## config.mk

```make
export PLATFORM = sky130hd
export DESIGN_NAME = sc_pair_adder
export DESIGN_NICKNAME = d
export VERILOG_FILES = /design/src/rtl/sc_add_pkg.sv /design/src/rtl/sc_mismatch_detect.sv /design/src/rtl/sc_toggle_fsm.sv /design/src/rtl/sc_out_stage.sv /design/src/rtl/sc_pair_adder.sv
export SDC_FILE = /design/constraint.sdc
export NUM_CORES = 1
export LEC_CHECK = 0
export BUFFER_PORTS_ARGS = -buffer_cell sky130_fd_sc_hd__buf_4
export CORE_AREA = 2 2 39 41
export DETAILED_ROUTE_END_ITERATION = 10
export DIE_AREA = 0 0 41 43
export HOLD_SLACK_MARGIN = 0.05
export PLACE_DENSITY_LB_ADDON = 0.1
export SETUP_SLACK_MARGIN = 0.1
export SKIP_CTS_REPAIR_TIMING = 1
export SLEW_MARGIN = 20
export SYNTH_ARGS = -nofsm -noshare
export SYNTH_HDL_FRONTEND = slang
export SYNTH_SLANG_ARGS = --single-unit
```

## constraint.sdc

```tcl
create_clock -name clk -period 2 [get_ports clk]
set_input_delay 0.4 -clock clk [delete_from_list [all_inputs] [get_ports clk]]
set_output_delay 0.4 -clock clk [all_outputs]
set_load 0.02 [all_outputs]
```

## src/rtl/sc_add_pkg.sv

```systemverilog
package sc_add_pkg;

    typedef enum logic {
        ADD_TOGGLE = 1'b0,
        ADD_MUX    = 1'b1
    } add_mode_e;

    typedef enum logic {
        TGL_LOW  = 1'b0,
        TGL_HIGH = 1'b1
    } tgl_state_e;

endpackage

```

## src/rtl/sc_mismatch_detect.sv

```systemverilog
module sc_mismatch_detect (
    input  logic a,
    input  logic b,
    output logic diff
);
    always_comb diff = a ^ b;
endmodule

```

## src/rtl/sc_toggle_fsm.sv

```systemverilog
module sc_toggle_fsm
    import sc_add_pkg::*;
(
    input  logic clk,
    input  logic rst,
    input  logic valid,
    input  logic diff,
    output logic phase
);
    tgl_state_e state_q, state_d;

    always_ff @(posedge clk) begin
        if (rst) state_q <= TGL_LOW;
        else     state_q <= state_d;
    end

    always_comb begin
        state_d = state_q;
        unique case (state_q)
            TGL_LOW:  if (valid && diff) state_d = TGL_HIGH;
            TGL_HIGH: if (valid && diff) state_d = TGL_LOW;
            default:  state_d = TGL_LOW;
        endcase
    end

    always_comb phase = (state_q == TGL_HIGH);

    assert_idle_holds_state_R5: assert property (@(posedge clk) disable iff (rst)
        !valid |=> $stable(phase));
    assert_agree_holds_state_R4: assert property (@(posedge clk) disable iff (rst)
        (valid && !diff) |=> $stable(phase));
    assert_disagree_flips_R3: assert property (@(posedge clk) disable iff (rst)
        (valid && diff) |=> (phase != $past(phase)));
    assert_reset_low_R1: assert property (@(posedge clk)
        rst |=> !phase);
endmodule

```

## src/rtl/sc_out_stage.sv

```systemverilog
module sc_out_stage
    import sc_add_pkg::*;
#(
    parameter add_mode_e MODE = ADD_TOGGLE
) (
    input  logic clk,
    input  logic rst,
    input  logic valid,
    input  logic a,
    input  logic b,
    input  logic sel,
    input  logic diff,
    input  logic phase,
    output logic y
);
    logic y_d, y_q;

    always_comb begin
        if (MODE == ADD_MUX) y_d = sel ? b : a;
        else                 y_d = diff ? phase : a;
    end

    always_ff @(posedge clk) begin
        if (rst)        y_q <= 1'b0;
        else if (valid) y_q <= y_d;
    end

    always_comb y = y_q;

    assert_reset_clears_y_R1: assert property (@(posedge clk)
        rst |=> !y);
    assert_idle_holds_y_R5: assert property (@(posedge clk) disable iff (rst)
        !valid |=> $stable(y));
    assert_agree_passes_R2: assert property (@(posedge clk) disable iff (rst)
        (MODE == ADD_TOGGLE && valid && (a == b)) |=> (y == $past(a)));
    assert_disagree_uses_phase_R3: assert property (@(posedge clk) disable iff (rst)
        (MODE == ADD_TOGGLE && valid && diff) |=> (y == $past(phase)));
    assert_mux_select_R7: assert property (@(posedge clk) disable iff (rst)
        (MODE == ADD_MUX && valid && sel) |=> (y == $past(b)));
endmodule

```

## src/rtl/sc_pair_adder.sv

```systemverilog
module sc_pair_adder
    import sc_add_pkg::*;
#(
    parameter add_mode_e MODE = ADD_TOGGLE
) (
    input  logic clk,
    input  logic rst,
    input  logic valid,
    input  logic a,
    input  logic b,
    input  logic sel,
    output logic y
);
    logic diff;
    logic phase;

    sc_mismatch_detect u_detect (
        .a    (a),
        .b    (b),
        .diff (diff)
    );

    generate
        if (MODE == ADD_TOGGLE) begin : g_toggle
            sc_toggle_fsm u_fsm (
                .clk   (clk),
                .rst   (rst),
                .valid (valid),
                .diff  (diff),
                .phase (phase)
            );
        end else begin : g_mux
            assign phase = 1'b0;
        end
    endgenerate

    sc_out_stage #(.MODE(MODE)) u_out (
        .clk   (clk),
        .rst   (rst),
        .valid (valid),
        .a     (a),
        .b     (b),
        .sel   (sel),
        .diff  (diff),
        .phase (phase),
        .y     (y)
    );
endmodule

```

==> metrics.log <==
[metrics] fraction of synthesized area in multiplexers: 0%
[metrics] worst skew pair latency: 0.22 ns
[metrics] gate family responsible for the most delay along the worst path: flip-flops
[metrics] run status: finished clean
[metrics] maximum ir drop on the vdd rail: 0.0818 mV
[metrics] max frequency: 921 MHz
[metrics] worst hold margin: 0.354 ns
[metrics] global placement routability congestion: 0.606
[metrics] number of vias per cell: 2.97
[metrics] part of the total power dissipated in sequential elements: 29.5%
[metrics] required time reported for the critical path endpoint: 1.60 ns
[metrics] vias after detailed routing: 104
[metrics] total of fill cells in the finished design: 168
[metrics] Clock Sink Count: 2
[metrics] Post-route DRC: 0
[metrics] root buffer cell: sky130_fd_sc_hd__clkbuf_4
[metrics] Cell Chain, Critical Path: buf_4
[metrics] starting utilization of the core area: 6.78%
[metrics] layout net count: 27
[metrics] share of synthesized cell area in and, or, nand and nor gates: 18.7%
[metrics] flop and latch count out of synthesis: 2
[metrics] startpoint kind of the worst setup timing path: flop
[metrics] Reg area: 40.0 µm²
[metrics] share of the cycle needed by the critical path after routing: 54.3%
[metrics] CTS Buf Count: 3
[metrics] final count of pins violating max slew: 0
[metrics] Die Area: 0.00176 mm²
[metrics] min cycle time layout: 1.09 ns
[metrics] hold crit path type: in -> reg
[metrics] Avg Inst Size Synth: 8.53 µm²
[metrics] Hold Fails Final Rpt: 0
[metrics] net count of the mapped netlist: 17
[metrics] commonest cells after routing, fill and taps aside: sky130_fd_sc_hd__buf_4 (5), sky130_fd_sc_hd__clkbuf_4 (3), sky130_fd_sc_hd__nor2_1 (2), sky130_fd_sc_hd__dfxtp_1 (2)
[metrics] register clock-pin slew on the reported worst setup and hold paths: 0.03 ns
[metrics] crit path kind: reg -> out
[metrics] most frequent standard cell in the layout excluding fill and tap cells: sky130_fd_sc_hd__buf_4
[metrics] number of setup violations in the final report: 0
[metrics] worst-path cell with the longest stage delay: sky130_fd_sc_hd__dfxtp_1
[metrics] synthesized netlist cell count: 11
[metrics] power density relative to cell area: 902 mW/mm²
[metrics] length of the first detailed-routing pass in iterations: 2
[metrics] Port-buffer cells: 5
[metrics] combinational fraction of design power: 13.5%
[metrics] Worst Skew: 0.00214 ns
[metrics] part of the Yosys area used for sequential elements: 42.7%
[metrics] via count of the first global-routing pass: 109
[metrics] power spent charging and discharging nets: 35.2 µW
[metrics] largest stage delay on the critical path: 0.32 ns
[metrics] cell-internal power: 122 µW
[metrics] area share of xor/xnor cells in the synthesized design: 9.33%
[metrics] slew margin rel.: 86.8%
[metrics] buffer and inverter count on the worst path: 1
[metrics] number of synthesis warnings: 0
[metrics] slew of the pin with the lowest slew margin: 0.196 ns
[metrics] Final TNS setup: 0 ns
[metrics] average detailed-routed wire length per instance: 7.26 µm
[metrics] area occupied by multi-input gates: 53.8 µm²
[metrics] TritonCTS clock tree: built
[metrics] ant diodes: 0
[metrics] half-perimeter wire length after placement: 193 µm
[metrics] Crit Path Max Fanout: 2
[metrics] signal arrival time at the worst endpoint: 0.69 ns
[metrics] combinational family with the most area after synthesis: compound AO/OA/AOI/OAI gates
[metrics] fraction of the mapped netlist area in compound gates: 29.3%
[metrics] clock group share of total power: 57.0%
[metrics] post-synthesis cell type count: 9
[metrics] total global-route track usage: 4.11%
[metrics] pin count of the biggest net entering global routing: 5
[metrics] I/O Pins: 7
[metrics] die width: 41 µm
[metrics] sum of routed wire length over all layers: 254 µm
[metrics] power consumption: 157 µW
[metrics] max_cap viols: 0
[metrics] sum of overflow across all layers after global routing: 0
[metrics] LEAKAGE: 0.0728 nW
[metrics] DRC violation total after the first TritonRoute iteration: 1
[metrics] adder and majority cell fraction of the synthesized area: 0%
[metrics] number of cell rows: 14
[metrics] cell area after technology mapping: 93.8 µm²
[metrics] switching part of the total power: 22.4%
[metrics] layout-stage area growth over the synthesis result: 85.3%
[metrics] Antenna Violating Nets Remaining: 0
[metrics] capturing element type of the critical path: output port
[metrics] CORE AREA: 0.00138 mm²
[metrics] overall die height: 43 µm
[metrics] setup repair after global routing missed its margin: no
[metrics] wire length of the first global-routing pass: 420 µm
[metrics] Max Buffers Root-to-Sink: 2
[metrics] fraction of final layout cells with drive strength greater than 1: 42.1%
[metrics] antenna violations before repair: 0
[metrics] maximum level of the CTS H-tree: 1
final timing paths:
kind | start | endpoint | slack (ns) | cells past startpoint
max reg2reg | g_toggle.u_fsm.phase$_SDFF_PP0_ | u_out.y$_SDFFE_PP0P_ | 1.22 | 2
min reg2reg | u_out.y$_SDFFE_PP0P_ | u_out.y$_SDFFE_PP0P_ | 0.50 | 2
min | rst | u_out.y$_SDFFE_PP0P_ | 0.35 | 2
max | u_out.y$_SDFFE_PP0P_ | y | 0.91 | 1
Yosys cell counts:
library cell / instances / share of area, %
sky130_fd_sc_hd__a21oi_1: 1 / 5.3
sky130_fd_sc_hd__dfxtp_1: 2 / 43
sky130_fd_sc_hd__nand2_1: 1 / 4.0
sky130_fd_sc_hd__nor2_1: 2 / 8.0
sky130_fd_sc_hd__xor2_1: 1 / 9.3
sky130_fd_sc_hd__a311oi_1: 1 / 9.3
sky130_fd_sc_hd__nand2b_1: 1 / 6.7
sky130_fd_sc_hd__a31o_1: 1 / 9.3
sky130_fd_sc_hd__o21ai_0: 1 / 5.3
state kept, by name, summed over array words and instances, names as in the netlist:
signal and flops:
u_out.y 1, g_toggle.u_fsm.phase 1
cells by family after synthesis:
logic type	Yosys count
xor+xnor	1
compound gates	4
flops	2
simple gates	4
per-layer routing:
layer  up-vias  wire (µm)  GRT usage, %
met1        41        138          5.75
met2         6         88          3.44
met5         -          0             0
li1         57          -             -
met3         0         27          1.57
met4         0          0          6.00
power by group through the flow:
stage | Combinational, mW | Clock, mW | Sequential [mW]
2_1_floorplan | 0.00766 | 0 | 0.0478
3_3_place_gp | 0.0214 | 0 | 0.0467
3_5_place_dp | 0.0214 | 0 | 0.0466
4_1_cts | 0.0213 | 0.0974 | 0.0462
5_1_grt | 0.0237 | 0.0996 | 0.0469
6_report | 0.0211 | 0.0894 | 0.0462
area by class of cell:
class	count	share of cell area, %
well taps	16	11.5
flip-flops and latches	2	23.0
repair buffers	5	21.6
clock buffers	3	12.9
multi-input cells	9	30.9
metrics by stage:
step	instances	utilization (%)	area [µm²]	setup slack (ns)
6_report	35	12.6	174	0.915
5_1_grt	35	12.6	174	0.869
4_1_cts	35	12.6	174	0.901
3_5_place_dp	32	10.9	151	0.896
3_3_place_gp	32	10.9	151	0.892
2_1_floorplan	11	-	93.8	1.08
Power figures use the tool's default switching activity.
